File: src/rtl/mmio_legacy_bridge.sv
module mmio_legacy_bridge #(
  parameter int OFF_W = 12,
  parameter logic [OFF_W-1:0] LEG_BASE = 'h400,
  parameter int LEG_SPAN = 32,
  parameter logic [15:0] PORT_BASE = 16'h03C0,
  parameter logic [OFF_W-1:0] EXT_BASE = 'h500,
  parameter int EXT_REGS = 11
) (
  input  logic             clk,
  input  logic             rst_n,
  input  logic             win_en,
  input  logic             req_valid,
  input  logic             req_write,
  input  logic [1:0]       req_size,
  input  logic [OFF_W-1:0] req_offset,
  input  logic [31:0]      req_wdata,
  output logic             req_done,
  output logic [31:0]      req_rdata,
  output logic [15:0]      lp_port,
  output logic             lp_rd,
  output logic             lp_wr,
  output logic [7:0]       lp_wdata,
  input  logic [7:0]       lp_rdata,
  output logic [15:0]      ix_index,
  output logic             ix_idx_wr,
  output logic             ix_rd,
  output logic             ix_wr,
  output logic [15:0]      ix_wdata,
  input  logic [15:0]      ix_rdata
);
  localparam logic [OFF_W-1:0] LEG_TOP = LEG_BASE + OFF_W'(LEG_SPAN);
  localparam logic [OFF_W-1:0] EXT_TOP = EXT_BASE + OFF_W'(2 * EXT_REGS);

  typedef enum logic [1:0] {S_IDLE, S_OP0, S_OP1, S_FIN} st_t;

  st_t              st;
  logic             half, wr_q, en_q;
  logic [1:0]       sz_q;
  logic [OFF_W-1:0] off_q;
  logic [31:0]      wd_q, rd_q;

  logic [OFF_W-1:0] sub_off;
  logic             in_leg, in_ext, byte_acc, ext_go, op0, op1;
  logic [15:0]      port_n;
  logic [OFF_W-1:0] ext_rel;

  assign sub_off  = off_q + {{(OFF_W-2){1'b0}}, half, 1'b0};
  assign byte_acc = (sz_q == 2'd0);
  assign in_leg   = en_q && (sub_off >= LEG_BASE) && (sub_off < LEG_TOP);
  assign in_ext   = en_q && (sub_off >= EXT_BASE) && (sub_off < EXT_TOP);
  assign ext_go   = in_ext && !(wr_q && byte_acc);
  assign op0      = (st == S_OP0);
  assign op1      = (st == S_OP1);
  assign port_n   = PORT_BASE + 16'(sub_off - LEG_BASE);
  assign ext_rel  = sub_off - EXT_BASE;

  assign lp_rd    = in_leg && !wr_q && (op0 || (op1 && !byte_acc));
  assign lp_wr    = in_leg &&  wr_q && (op0 || (op1 && !byte_acc));
  assign lp_port  = op1 ? port_n + 16'd1 : port_n;
  assign lp_wdata = half ? (op1 ? wd_q[31:24] : wd_q[23:16])
                         : (op1 ? wd_q[15:8]  : wd_q[7:0]);

  assign ix_index  = 16'(ext_rel >> 1);
  assign ix_idx_wr = op0 && ext_go;
  assign ix_rd     = op1 && ext_go && !wr_q;
  assign ix_wr     = op1 && ext_go &&  wr_q;
  assign ix_wdata  = half ? wd_q[31:16] : wd_q[15:0];

  assign req_done  = (st == S_FIN);
  assign req_rdata = req_done ? rd_q : 32'd0;

  always_ff @(posedge clk) begin
    if (!rst_n) begin
      st    <= S_IDLE;
      half  <= 1'b0;
      wr_q  <= 1'b0;
      en_q  <= 1'b0;
      sz_q  <= 2'd0;
      off_q <= '0;
      wd_q  <= 32'd0;
      rd_q  <= 32'd0;
    end else begin
      case (st)
        S_IDLE: if (req_valid) begin
          st    <= S_OP0;
          half  <= 1'b0;
          wr_q  <= req_write;
          en_q  <= win_en;
          sz_q  <= req_size;
          off_q <= req_offset;
          wd_q  <= req_wdata;
          rd_q  <= 32'd0;
        end
        S_OP0: begin
          if (lp_rd) begin
            if (half) rd_q[23:16] <= lp_rdata;
            else      rd_q[7:0]   <= lp_rdata;
          end
          st <= S_OP1;
        end
        S_OP1: begin
          if (lp_rd) begin
            if (half) rd_q[31:24] <= lp_rdata;
            else      rd_q[15:8]  <= lp_rdata;
          end
          if (ix_rd) begin
            if (byte_acc)  rd_q[7:0]   <= sub_off[0] ? ix_rdata[15:8] : ix_rdata[7:0];
            else if (half) rd_q[31:16] <= ix_rdata;
            else           rd_q[15:0]  <= ix_rdata;
          end
          if (sz_q[1] && !half) begin
            half <= 1'b1;
            st   <= S_OP0;
          end else begin
            st <= S_FIN;
          end
        end
        default: st <= S_IDLE;
      endcase
    end
  end

  AST_ONE_STROBE: assert property (@(posedge clk) disable iff (!rst_n)
    $countones({lp_rd, lp_wr, ix_idx_wr, ix_rd, ix_wr}) <= 1);
  AST_QUIET_OUTSIDE: assert property (@(posedge clk) disable iff (!rst_n)
    (st == S_IDLE || req_done) |-> !(lp_rd || lp_wr || ix_idx_wr || ix_rd || ix_wr));
  AST_DONE_PULSE: assert property (@(posedge clk) disable iff (!rst_n)
    req_done |=> !req_done);
  AST_LEG_ASCEND: assert property (@(posedge clk) disable iff (!rst_n)
    ((lp_wr && $past(lp_wr)) || (lp_rd && $past(lp_rd))) |-> lp_port == $past(lp_port) + 16'd1);
  AST_INDEX_FIRST: assert property (@(posedge clk) disable iff (!rst_n)
    (ix_rd || ix_wr) |-> ($past(ix_idx_wr) && ix_index == $past(ix_index)));
  AST_INDEX_RANGE: assert property (@(posedge clk) disable iff (!rst_n)
    ix_idx_wr |-> ix_index < 16'(EXT_REGS));
  AST_OFF_QUIET: assert property (@(posedge clk) disable iff (!rst_n)
    !en_q |-> !(lp_rd || lp_wr || ix_idx_wr || ix_rd || ix_wr));
endmodule

File: config.mk
export PLATFORM = sky130hd
export DESIGN_NAME = mmio_legacy_bridge
export DESIGN_NICKNAME = d
export VERILOG_FILES = /design/src/rtl/mmio_legacy_bridge.sv
export SDC_FILE = /design/constraint.sdc
export NUM_CORES = 1
export LEC_CHECK = 0
export ABC_CLOCK_PERIOD_IN_PS = 4500
export BUFFER_PORTS_ARGS = -buffer_cell sky130_fd_sc_hd__buf_2
export CORE_ASPECT_RATIO = 0.7
export CORE_MARGIN = 2
export CORE_UTILIZATION = 35
export DETAILED_ROUTE_END_ITERATION = 8
export GPL_TIMING_DRIVEN = 0
export MAX_ROUTING_LAYER = met4
export PLACE_DENSITY = 0.59
export SLEW_MARGIN = 20
export SYNTH_ARGS = -nofsm -noshare
export SYNTH_HDL_FRONTEND = slang
export SYNTH_SLANG_ARGS = --single-unit
File: constraint.sdc
create_clock -name clk -period 4.5 [get_ports clk]
set_input_delay 0.675 -clock clk [delete_from_list [all_inputs] [get_ports clk]]
set_output_delay 0.675 -clock clk [all_outputs]
set_load 0.02 [all_outputs]
==> results of run 1 <==
## worst max path at each step
stage                     from     endpoint  slack (ns)  cells after the start
final                     half        ix_wr        0.22                     14
after global routing      half        ix_wr        0.05                     14
after floorplan           half  lp_port[15]        0.84                     11
after global placement    half        ix_wr        0.16                     14
after CTS                 half        ix_wr       0.004                     13
after detailed placement  half        ix_wr        0.18                     14
## kinds of logic (layout without fill, tap and decap cells)
| family | Yosys count | after routing | share of synthesized area [%] |
|---|---|---|---|
| AO/OA/AOI/OAI | 159 | 159 | 22.2 |
| multiplexers | 26 | 26 | 5.47 |
| other | 1 | 6 | 0.0725 |
| buffers and inverters | 71 | 251 | 7.19 |
| adder cells (fa/ha/maj) | 13 | 13 | 3.15 |
| flip-flops | 83 | 83 | 32.1 |
| XOR/XNOR | 25 | 25 | 4.67 |
| AND/OR/NAND/NOR | 261 | 261 | 25.2 |
## power groups by stage
stage | Clock [mW] | Sequential, mW | Combinational [mW]
final | 0.759 | 0.816 | 0.815
after global routing | 0.800 | 0.823 | 0.897
after CTS | 0.774 | 0.816 | 0.812
after floorplan | 0 | 0.822 | 0.566
after global placement | 0 | 0.830 | 0.806
after detailed placement | 0 | 0.832 | 0.807
## state kept, by name, indices dropped and copies added, names as in the netlist
signal and cells:
rd_q 32, wd_q 32, off_q 12, st 2, sz_q 2, en_q 1, half 1, wr_q 1
## area by class of cell
cell class	instances	area share [%]
clock buffer	11	3.68
timing repair buffer	164	12.5
clock inverter	5	0.910
inverter	15	0.853
antenna	1	0.0379
tap	195	3.70
buffer	56	4.79
multi-input combinational	489	48.4
sequential	83	25.2
## per-stage QoR
stage	utilization (%)	std cells
after floorplan	-	643
after global placement	42.8	1001
after detailed placement	42.8	1001
after CTS	45.0	1017
after global routing	45.3	1019
final	45.3	1019
## layer usage
layer | vias to the layer above | global-route usage (%) | share of wire [%]
li1 | 2584 | - | -
met1 | 2352 | 30.4 | 51
met2 | 138 | 30.1 | 42
met3 | 11 | 3.81 | 5.5
met4 | 0 | 5.24 | 1.1
met5 | - | - | 0
## synthesized netlist by cell type, types with 3 or more instances
master	number
mux2_2	18
o31ai_1	3
and2_1	55
a32o_1	8
o22ai_1	3
a22o_1	9
inv_1	13
a21o_1	9
nand2_1	113
mux2i_1	8
ha_1	13
buf_4	23
o21bai_1	9
nor2_1	46
o2bb2ai_1	8
buf_2	3
buf_1	8
nand3_1	8
dfxtp_1	83
a41oi_1	9
a211oi_1	5
and3_1	4
o21ai_0	8
a221o_1	8
xnor2_1	12
nor3_1	10
xor2_1	10
a21oi_1	55
nand2b_1	3
a211o_1	3
clkbuf_1	20
nand4_1	3
o21a_1	4
## critical path, delay by kind of cell (launching register included)
family / cells / cell delay [ns]
buf+inv: 2 / 0.35
simple gates: 4 / 1.00
flops: 1 / 0.34
fa+ha+maj: 3 / 0.61
compound gates: 5 / 0.97
## repair_timing
item / in CTS / in global routing
pin swaps: 0 / 3
setup buffers: 0 / 1
setup endpoints to repair: 2 / 3
hold buffers: 0 / 0
resized for setup: 3 / 10
==> run_results.csv, run 1 <==
group,metric,value,unit
status,outcome,"finished, final reports clean",
timing,fmax,234,MHz
cts,path_clk_slew,0.06,ns
finish,fin_area,6600,um2
finish,fillCellCount,1517,
pwr,p_leak,2.99,nW
global_routing,grt_max_degree,15,
critical_path,cp-end-kind,"primary output",
synthesis,synth_top_cell_area_share,32.1,%
min_path,hold_start,"rd_q[12]",
critical_path,setup.worst_path.class,"reg2out",
floorplan,io_pins,169,
synthesis,syn_area,5170,um2
finish,layout_commonest_cell,"buf_2",
timing,max_slew.worst_pin.slew,0.709,ns
timing,final.setup.worst_slack,0.219,ns
synthesis,yosysWarningCount,0,
global_routing,grt_pass1_wl,25300,um
floorplan,fp.coreArea,14600,um2
timing,finalClockSkew,0.00692,ns
synthesis,avgSynthCellArea,8.09,um2
synthesis,yosys-top-cells-area,"dfxtp_1, nand2_1, and2_1",
cts,clk_latency,0.34,ns
timing,hold_ws,0.443,ns
pwr,p_total,2.39,mW
critical_path,critPathSlowestCell,"or4_1",
placed_design,port_buffers,163,
cts,htree_levels,3,
pwr,ir_worst_vdd,0.186,mV
critical_path,max_stage_delay,0.45,ns
cts,cts-buffers-inserted,9,
finish,register_area,1660,um2
critical_path,reg2regPathDepth,13,
critical_path,required,3.83,ns
floorplan,fp.dieW,149,um
finish,multi_input_area,3190,um2
timing,period_share,95.1,%
global_routing,grtUsageTotal,21.0,%
critical_path,crit_path_frequent_cell,"ha_1",
global_routing,grt_pass1_vias,4778,
synthesis,yosysSeqAreaShare,32.1,%
synthesis,synthArstFlopShare,0,%
timing,finalSetupTns,0,ns
pwr,p_per_area,362,nW/um2
critical_path,worstPathArrival,3.61,ns
cts,cts_tree,"yes",
min_path,hold_depth,1,
floorplan,initial_utilization,35.5,%
critical_path,rrSetupSlack,0.69,ns
routing,routed_wl,16000,um
timing,slew_headroom,52.3,%
floorplan,fp-row-count,37,
routing,num_vias,5085,
placed_design,dpl-instance-area,6250,um2
synthesis,ys_seq_elements,83,
placed_design,hpwlAfterDp,12500,um
timing,finalHoldViolations,0,
timing,rsz0062_at_grt,"false",
critical_path,startpoint_type,"flop",
cts,clockBufferDepth,2,
placed_design,post-place-ws,0.179,ns
placed_design,gp_congestion,0.876,
cts,clock_sinks,83,
synthesis,yosysTopAreaCell,"dfxtp_1",
critical_path,crit_chain,"ha_1, ha_1, buf_4, nand3_2, o41a_1, a31oi_4, ha_2, or4_1, nor4_4, a31o_2, o21ai_0, a211oi_2, and3_1, buf_2",
routing,first_pass_iters,4,
synthesis,synth_edf_count,0,
finish,syn2layout_area_growth,27.7,%
critical_path,r2r_start,"half",
cts,cts_root_buffer,"clkbuf_16",
global_routing,grt-ovfl-total,0,
routing,viasPerCell,4.99,
finish,final_nets,906,
synthesis,synth_flop_cell,"dfxtp_1",
finish,layout_common_cells,"buf_2, nand2_1, dfxtp_1, and2_1, a21oi_1",
critical_path,r2r_end,"rd_q[11]",
finish,drive_above_1_share,30.7,%
floorplan,die_h,106,um
routing,wire_per_inst,15.7,um
timing,setup_viol,0,
pwr,p_clk_share,31.8,%
job,maxCapViolations,0,
pwr,power_frac_comb,34.1,%
min_path,hp-class,"reg2reg",
min_path,hold_end,"rd_q[12]",
timing,min_period,4.28,ns
critical_path,path_max_fanout,10,
global_routing,antenna_found_initial,1,
routing,drc_errors,0,
synthesis,netlist_instances,639,
pwr,seqPwrFrac,34.1,%
synthesis,synth.distinct_cells,68,
floorplan,die_area,15800,um2
pwr,swShare,36.2,%
routing,ant_nets,0,
timing,slew_violations,0,
pwr,power.internal,1.53,mW
pwr,p_sw,865,uW
routing,drtIter0Drc,294,
No activity file was read; power rests on OpenSTA's default activity.
==> run 2: changes to the inputs <==
--- a/config.mk
+++ b/config.mk
@@ -5,6 +5,7 @@
 export SDC_FILE = /design/constraint.sdc
 export NUM_CORES = 1
 export LEC_CHECK = 0
+export ABC_AREA = 1
 export ABC_CLOCK_PERIOD_IN_PS = 4500
 export BUFFER_PORTS_ARGS = -buffer_cell sky130_fd_sc_hd__buf_2
 export CORE_ASPECT_RATIO = 0.7
@@ -13,7 +14,7 @@
 export DETAILED_ROUTE_END_ITERATION = 8
 export GPL_TIMING_DRIVEN = 0
 export MAX_ROUTING_LAYER = met4
-export PLACE_DENSITY = 0.59
+export PLACE_DENSITY = 0.58
 export SLEW_MARGIN = 20
 export SYNTH_ARGS = -nofsm -noshare
 export SYNTH_HDL_FRONTEND = slang
==> run_results.csv, run 2 <==
group,metric,value,unit
status,outcome,"finished, final reports clean",
timing,max_slew.worst_pin.slew,0.711,ns
floorplan,die_h,113,um
finish,biggestRegsByFlops,"rd_q x32, wd_q x32, off_q x12",
critical_path,setup.worst_path.class,"reg2out",
timing,period_share,89.1,%
cts,ctsResizeCount,0,
placed_design,dp.cells,1381,
synthesis,yosysWarningCount,0,
floorplan,fp.dieW,159,um
floorplan,fp-row-count,39,
floorplan,initial_utilization,36.0,%
finish,layout_commonest_cell,"nand2_1",
routing,drc_errors,0,
timing,slew_violations,0,
synthesis,synth_commonest_cells,"nand2_1, nor2_1, o21ai_0, inv_1, dfxtp_1",
synthesis,yosysSeqAreaShare,28.1,%
routing,wire_per_inst,14.6,um
timing,finalHoldViolations,0,
synthesis,synth_flop_cell,"dfxtp_1",
critical_path,startpoint_type,"flop",
cts,cts_tree,"yes",
cts,clock_sinks,83,
timing,slew_headroom,52.6,%
timing,min_period,4.01,ns
synthesis,yosysMostFrequentCell,"nand2_1",
finish,layout_common_cells,"nand2_1, buf_2, nor2_1, o21ai_0, inv_1",
routing,routed_wl,20400,um
routing,num_vias,6700,
synthesis,yosysTopAreaCell,"dfxtp_1",
routing,viasPerCell,4.80,
critical_path,path_max_fanout,10,
pwr,p_total,2.44,mW
job,maxCapViolations,0,
routing,ant_nets,0,
floorplan,io_pins,169,
pwr,p_clk_share,30.9,%
cts,postCtsHoldBufs,0,
finish,final_nets,1255,
placed_design,hpwlAfterDp,15900,um
finish,drive_above_1_share,20.6,%
critical_path,reg2regPathDepth,17,
min_path,hold_depth,2,
synthesis,synthArstFlopShare,0,%
pwr,swShare,38.9,%
synthesis,synth_top_cell_area_share,28.1,%
placed_design,gp_congestion,0.939,
floorplan,die_area,17900,um2
timing,hold_ws,0.484,ns
synthesis,avgSynthCellArea,5.97,um2
critical_path,worstPathArrival,3.33,ns
critical_path,required,3.83,ns
placed_design,port_buffers,163,
routing,first_pass_iters,5,
cts,htree_levels,3,
cts,clockBufferDepth,2,
finish,fin_util,44.6,%
global_routing,grtUsageTotal,23.0,%
pwr,seqPwrFrac,35.4,%
finish,diodes,0,
synthesis,syn_area,5900,um2
pwr,power.internal,1.49,mW
synthesis,yosys-top-cells-area,"dfxtp_1, nand2_1, o21ai_0",
timing,final.setup.worst_slack,0.492,ns
finish,syn2layout_area_growth,23.8,%
global_routing,grt-ovfl-total,0,
finish,fillCellCount,1863,
global_routing,grt_pass1_wl,31900,um
min_path,hp-class,"reg2reg",
synthesis,netlist_instances,989,
timing,finalClockSkew,0.00841,ns
pwr,p_leak,3.84,nW
timing,rsz0062_at_grt,"false",
global_routing,grt_max_degree,17,
placed_design,dpl-instance-area,7020,um2
routing,drtIter0Drc,500,
floorplan,fp.coreArea,16400,um2
cts,path_clk_slew,0.07,ns
synthesis,synth_edf_count,0,
global_routing,antenna_found_initial,0,
cts,cts_root_buffer,"clkbuf_16",
timing,fmax,249,MHz
timing,setup_viol,0,
pwr,power_frac_comb,33.8,%
pwr,ir_worst_vdd,0.201,mV
placed_design,post-place-ws,0.899,ns
timing,finalSetupTns,0,ns
pwr,p_per_area,334,nW/um2
pwr,p_sw,950,uW
synthesis,ys_seq_elements,83,
finish,final_cell_count_no_fill,1397,
critical_path,cp-end-kind,"primary output",
cts,clk_latency,0.34,ns
finish,fin_area,7310,um2
cts,cts_setup_buffers,0,
synthesis,synth.distinct_cells,38,
global_routing,grt_pass1_vias,5959,
cts,cts-buffers-inserted,9,
-- run 2: cell types whose count changed after synthesis, moves of 20 or more --
| cell | before | now |
|---|---|---|
| nor2_1 | 46 | 128 |
| nand2_1 | 113 | 289 |
| o21ai_0 | 8 | 111 |
| inv_1 | 13 | 107 |
| clkbuf_1 | 20 | 40 |
| and2_1 | 55 | 0 |
| nand3_1 | 8 | 51 |
-- run 2: kinds of logic (layout without fill, tap and decap cells) --
kind of cell             after synthesis  after routing  share of synthesized area, %
AND/OR/NAND/NOR                      526            526                          38.8
XOR/XNOR                              16             16                          2.37
AO/OA/AOI/OAI                        167            167                          14.7
adder cells (fa/ha/maj)               13             13                          2.75
buffers and inverters                183            362                          13.2
other                                  1              5                        0.0635
flip-flops                            83             83                          28.1
-- run 2: critical path, stage by stage, from the launching register on --
cell,delay (ns)
dfxtp_1,0.37
ha_1,0.16
ha_1,0.22
nand3_1,0.16
nor2_2,0.16
nand3b_1,0.14
nand2_1,0.14
inv_1,0.08
ha_1,0.19
inv_1,0.07
nand4_1,0.15
a21oi_2,0.36
buf_2,0.31
nand2_1,0.09
nor2_1,0.19
buf_2,0.21
-- run 2: power groups by stage --
stage,Clock [mW],Sequential (mW),Combinational [mW]
6_report,0.753,0.863,0.824
5_1_grt,0.788,0.872,0.918
4_1_cts,0.768,0.862,0.822
3_5_place_dp,0,0.879,0.818
3_3_place_gp,0,0.878,0.816
2_1_floorplan,0,0.864,0.578
-- run 2: final cells by class --
class,count,area [um2],share of cell area (%)
Multi-Input combinational cell,727,3480,47.6
Sequential cell,83,1660,22.7
Timing Repair Buffer,163,816,11.2
Inverter,116,435,5.96
Buffer,67,342,4.67
Tap cell,225,282,3.85
Clock buffer,10,239,3.27
Clock inverter,6,53.8,0.736
-- run 2: worst paths after layout --
check             startpoint       end  slack, ns
setup / recovery        half     lp_wr       0.49
hold / removal      wd_q[11]  wd_q[11]       0.48
setup reg to reg        half  rd_q[29]       1.43
hold reg to reg     wd_q[11]  wd_q[11]       0.48
-- run 2: layer usage --
metal | track usage [%] | routed length [um] | up-vias
met1 | 34.3 | 10500 | 2988
met2 | 32.0 | 8010 | 248
li1 | - | - | 3449
met5 | - | 0 | -
met3 | 4.66 | 1670 | 15
met4 | 4.18 | 190 | 0
==> run 3: changes to the inputs <==
--- a/config.mk
+++ b/config.mk
@@ -7,14 +7,14 @@
 export LEC_CHECK = 0
 export ABC_AREA = 1
 export ABC_CLOCK_PERIOD_IN_PS = 4500
-export BUFFER_PORTS_ARGS = -buffer_cell sky130_fd_sc_hd__buf_2
 export CORE_ASPECT_RATIO = 0.7
 export CORE_MARGIN = 2
 export CORE_UTILIZATION = 35
 export DETAILED_ROUTE_END_ITERATION = 8
+export DONT_BUFFER_PORTS = 1
 export GPL_TIMING_DRIVEN = 0
 export MAX_ROUTING_LAYER = met4
-export PLACE_DENSITY = 0.58
+export PLACE_DENSITY = 0.49
 export SLEW_MARGIN = 20
 export SYNTH_ARGS = -nofsm -noshare
 export SYNTH_HDL_FRONTEND = slang
==> run_results.csv, run 3 (same netlist as run 2, synthesis figures left out) <==
group,metric,value,unit
timing,max_slew.worst_pin.slew,0.821,ns
routing,num_vias,6001,
finish,layout_commonest_cell,"nand2_1",
finish,final_nets,1092,
placed_design,hpwlAfterDp,15800,um
finish,drive_above_1_share,7.83,%
pwr,p_per_area,361,nW/um2
routing,drc_errors,0,
status,outcome,"finished, final reports clean",
routing,ant_nets,0,
critical_path,cp_top_family,"simple AND/OR/NAND/NOR gates",
routing,first_pass_iters,5,
timing,finalHoldViolations,0,
timing,min_period,4.05,ns
routing,drtIter0Drc,506,
cts,cts_setup_buffers,0,
global_routing,grt_max_degree,19,
routing,routed_wl,20400,um
timing,period_share,90.0,%
min_path,hold_depth,2,
critical_path,worstPathArrival,3.38,ns
routing,viasPerCell,4.86,
critical_path,path_max_fanout,10,
global_routing,use_met2,30.7,%
timing,rsz0062_at_grt,"false",
global_routing,antenna_found_initial,2,
global_routing,grt_pass1_vias,5513,
timing,slew_violations,0,
cts,clk_latency,0.36,ns
global_routing,grtUsageTotal,23.4,%
finish,biggestRegsByFlops,"rd_q x32, wd_q x32, off_q x12",
cts,ctsResizeCount,0,
cts,postCtsHoldBufs,0,
floorplan,initial_utilization,36.0,%
global_routing,gr-max-usage-layer,"met1",
timing,finalSetupTns,0,ns
critical_path,reg2regPathDepth,16,
cts,htree_levels,3,
cts,clock_sinks,83,
cts,path_clk_slew,0.08,ns
floorplan,die_area,17900,um2
placed_design,port_buffers,0,
pwr,p_leak,3.11,nW
floorplan,io_pins,169,
critical_path,required,3.83,ns
timing,finalClockSkew,0.0111,ns
critical_path,setup.worst_path.class,"reg2out",
finish,fillCellCount,1903,
cts,cts-buffers-inserted,9,
pwr,ir_worst_vdd,0.179,mV
finish,register_area,1660,um2
finish,multi_input_area,3480,um2
job,maxCapViolations,0,
critical_path,cp.depth,13,
cts,clockBufferDepth,2,
critical_path,path_buf_inv,3,
floorplan,fp-row-count,39,
cts,cts_tree,"yes",
global_routing,grt-ovfl-total,0,
timing,fmax,247,MHz
timing,slew_headroom,44.7,%
critical_path,max_stage_delay,0.41,ns
global_routing,use_met1,34.5,%
critical_path,crit_chain,"ha_1, nand3_2, nor2_2, nand3b_1, nand2_1, inv_1, ha_1, inv_1, nand4_1, a21oi_2, buf_2, nand2_1, nor2_1",
finish,fin_util,39.7,%
floorplan,fp.coreArea,16400,um2
min_path,hp-class,"in2reg",
routing,wire_per_inst,16.5,um
finish,layout_common_cells,"nand2_1, nor2_1, o21ai_0, inv_1, dfxtp_1",
floorplan,die_h,113,um
finish,syn2layout_area_growth,10.2,%
timing,setup_viol,0,
global_routing,grt_pass1_wl,31800,um
floorplan,fp.dieW,159,um
global_routing,grt_util_met3,6.91,%
critical_path,critPathSlowestCell,"nor2_1",
cts,cts_root_buffer,"clkbuf_16",
placed_design,gp_congestion,0.904,
critical_path,startpoint_type,"flop",
critical_path,cp-end-kind,"primary output",
==> run 3: worst paths after layout <==
check	start	endpoint	slack, ns
setup / recovery	half	lp_wr	0.45
hold / removal	req_wdata[3]	wd_q[3]	0.47
setup reg to reg	half	rd_q[30]	1.38
hold reg to reg	wd_q[11]	wd_q[11]	0.48
==> run 3: power by group <==
group          switching (mW)  internal (mW)  total, mW  leakage (nW)
clock network           0.375          0.395      0.770         0.145
logic                   0.511          0.207      0.718          2.28
registers              0.0512          0.811      0.862         0.683
total                   0.937           1.41       2.35          3.11
==> run 3: routing by layer <==
metal	part of all wire, %	routed length, um
met5	0	0
met4	1.1	221
met3	8.9	1810
met2	39	7930
met1	51	10400
==> run 3: final cells by class <==
type                            instances  share of cell area [%]
Clock buffer                            9                    3.46
Multi-Input combinational cell        727                    53.5
Clock inverter                          7                    1.15
Tap cell                              225                    4.33
Inverter                              116                    6.69
Antenna cell                            2                  0.0769
Sequential cell                        83                    25.5
Buffer                                 67                    5.25
==> run 3: per-stage QoR <==
step / hold WS (ns) / area [um2] / std cells / power (mW) / worst slack [ns]
5_1_grt: 0.467 / 6510 / 1236 / 2.49 / 0.159
3_3_place_gp: 0.466 / 6200 / 1218 / 1.59 / 0.843
2_1_floorplan: 0.455 / 5920 / 993 / 1.44 / 1.42
3_5_place_dp: 0.472 / 6200 / 1218 / 1.60 / 0.835
6_report: 0.473 / 6510 / 1236 / 2.35 / 0.449
4_1_cts: 0.467 / 6500 / 1234 / 2.37 / 0.435
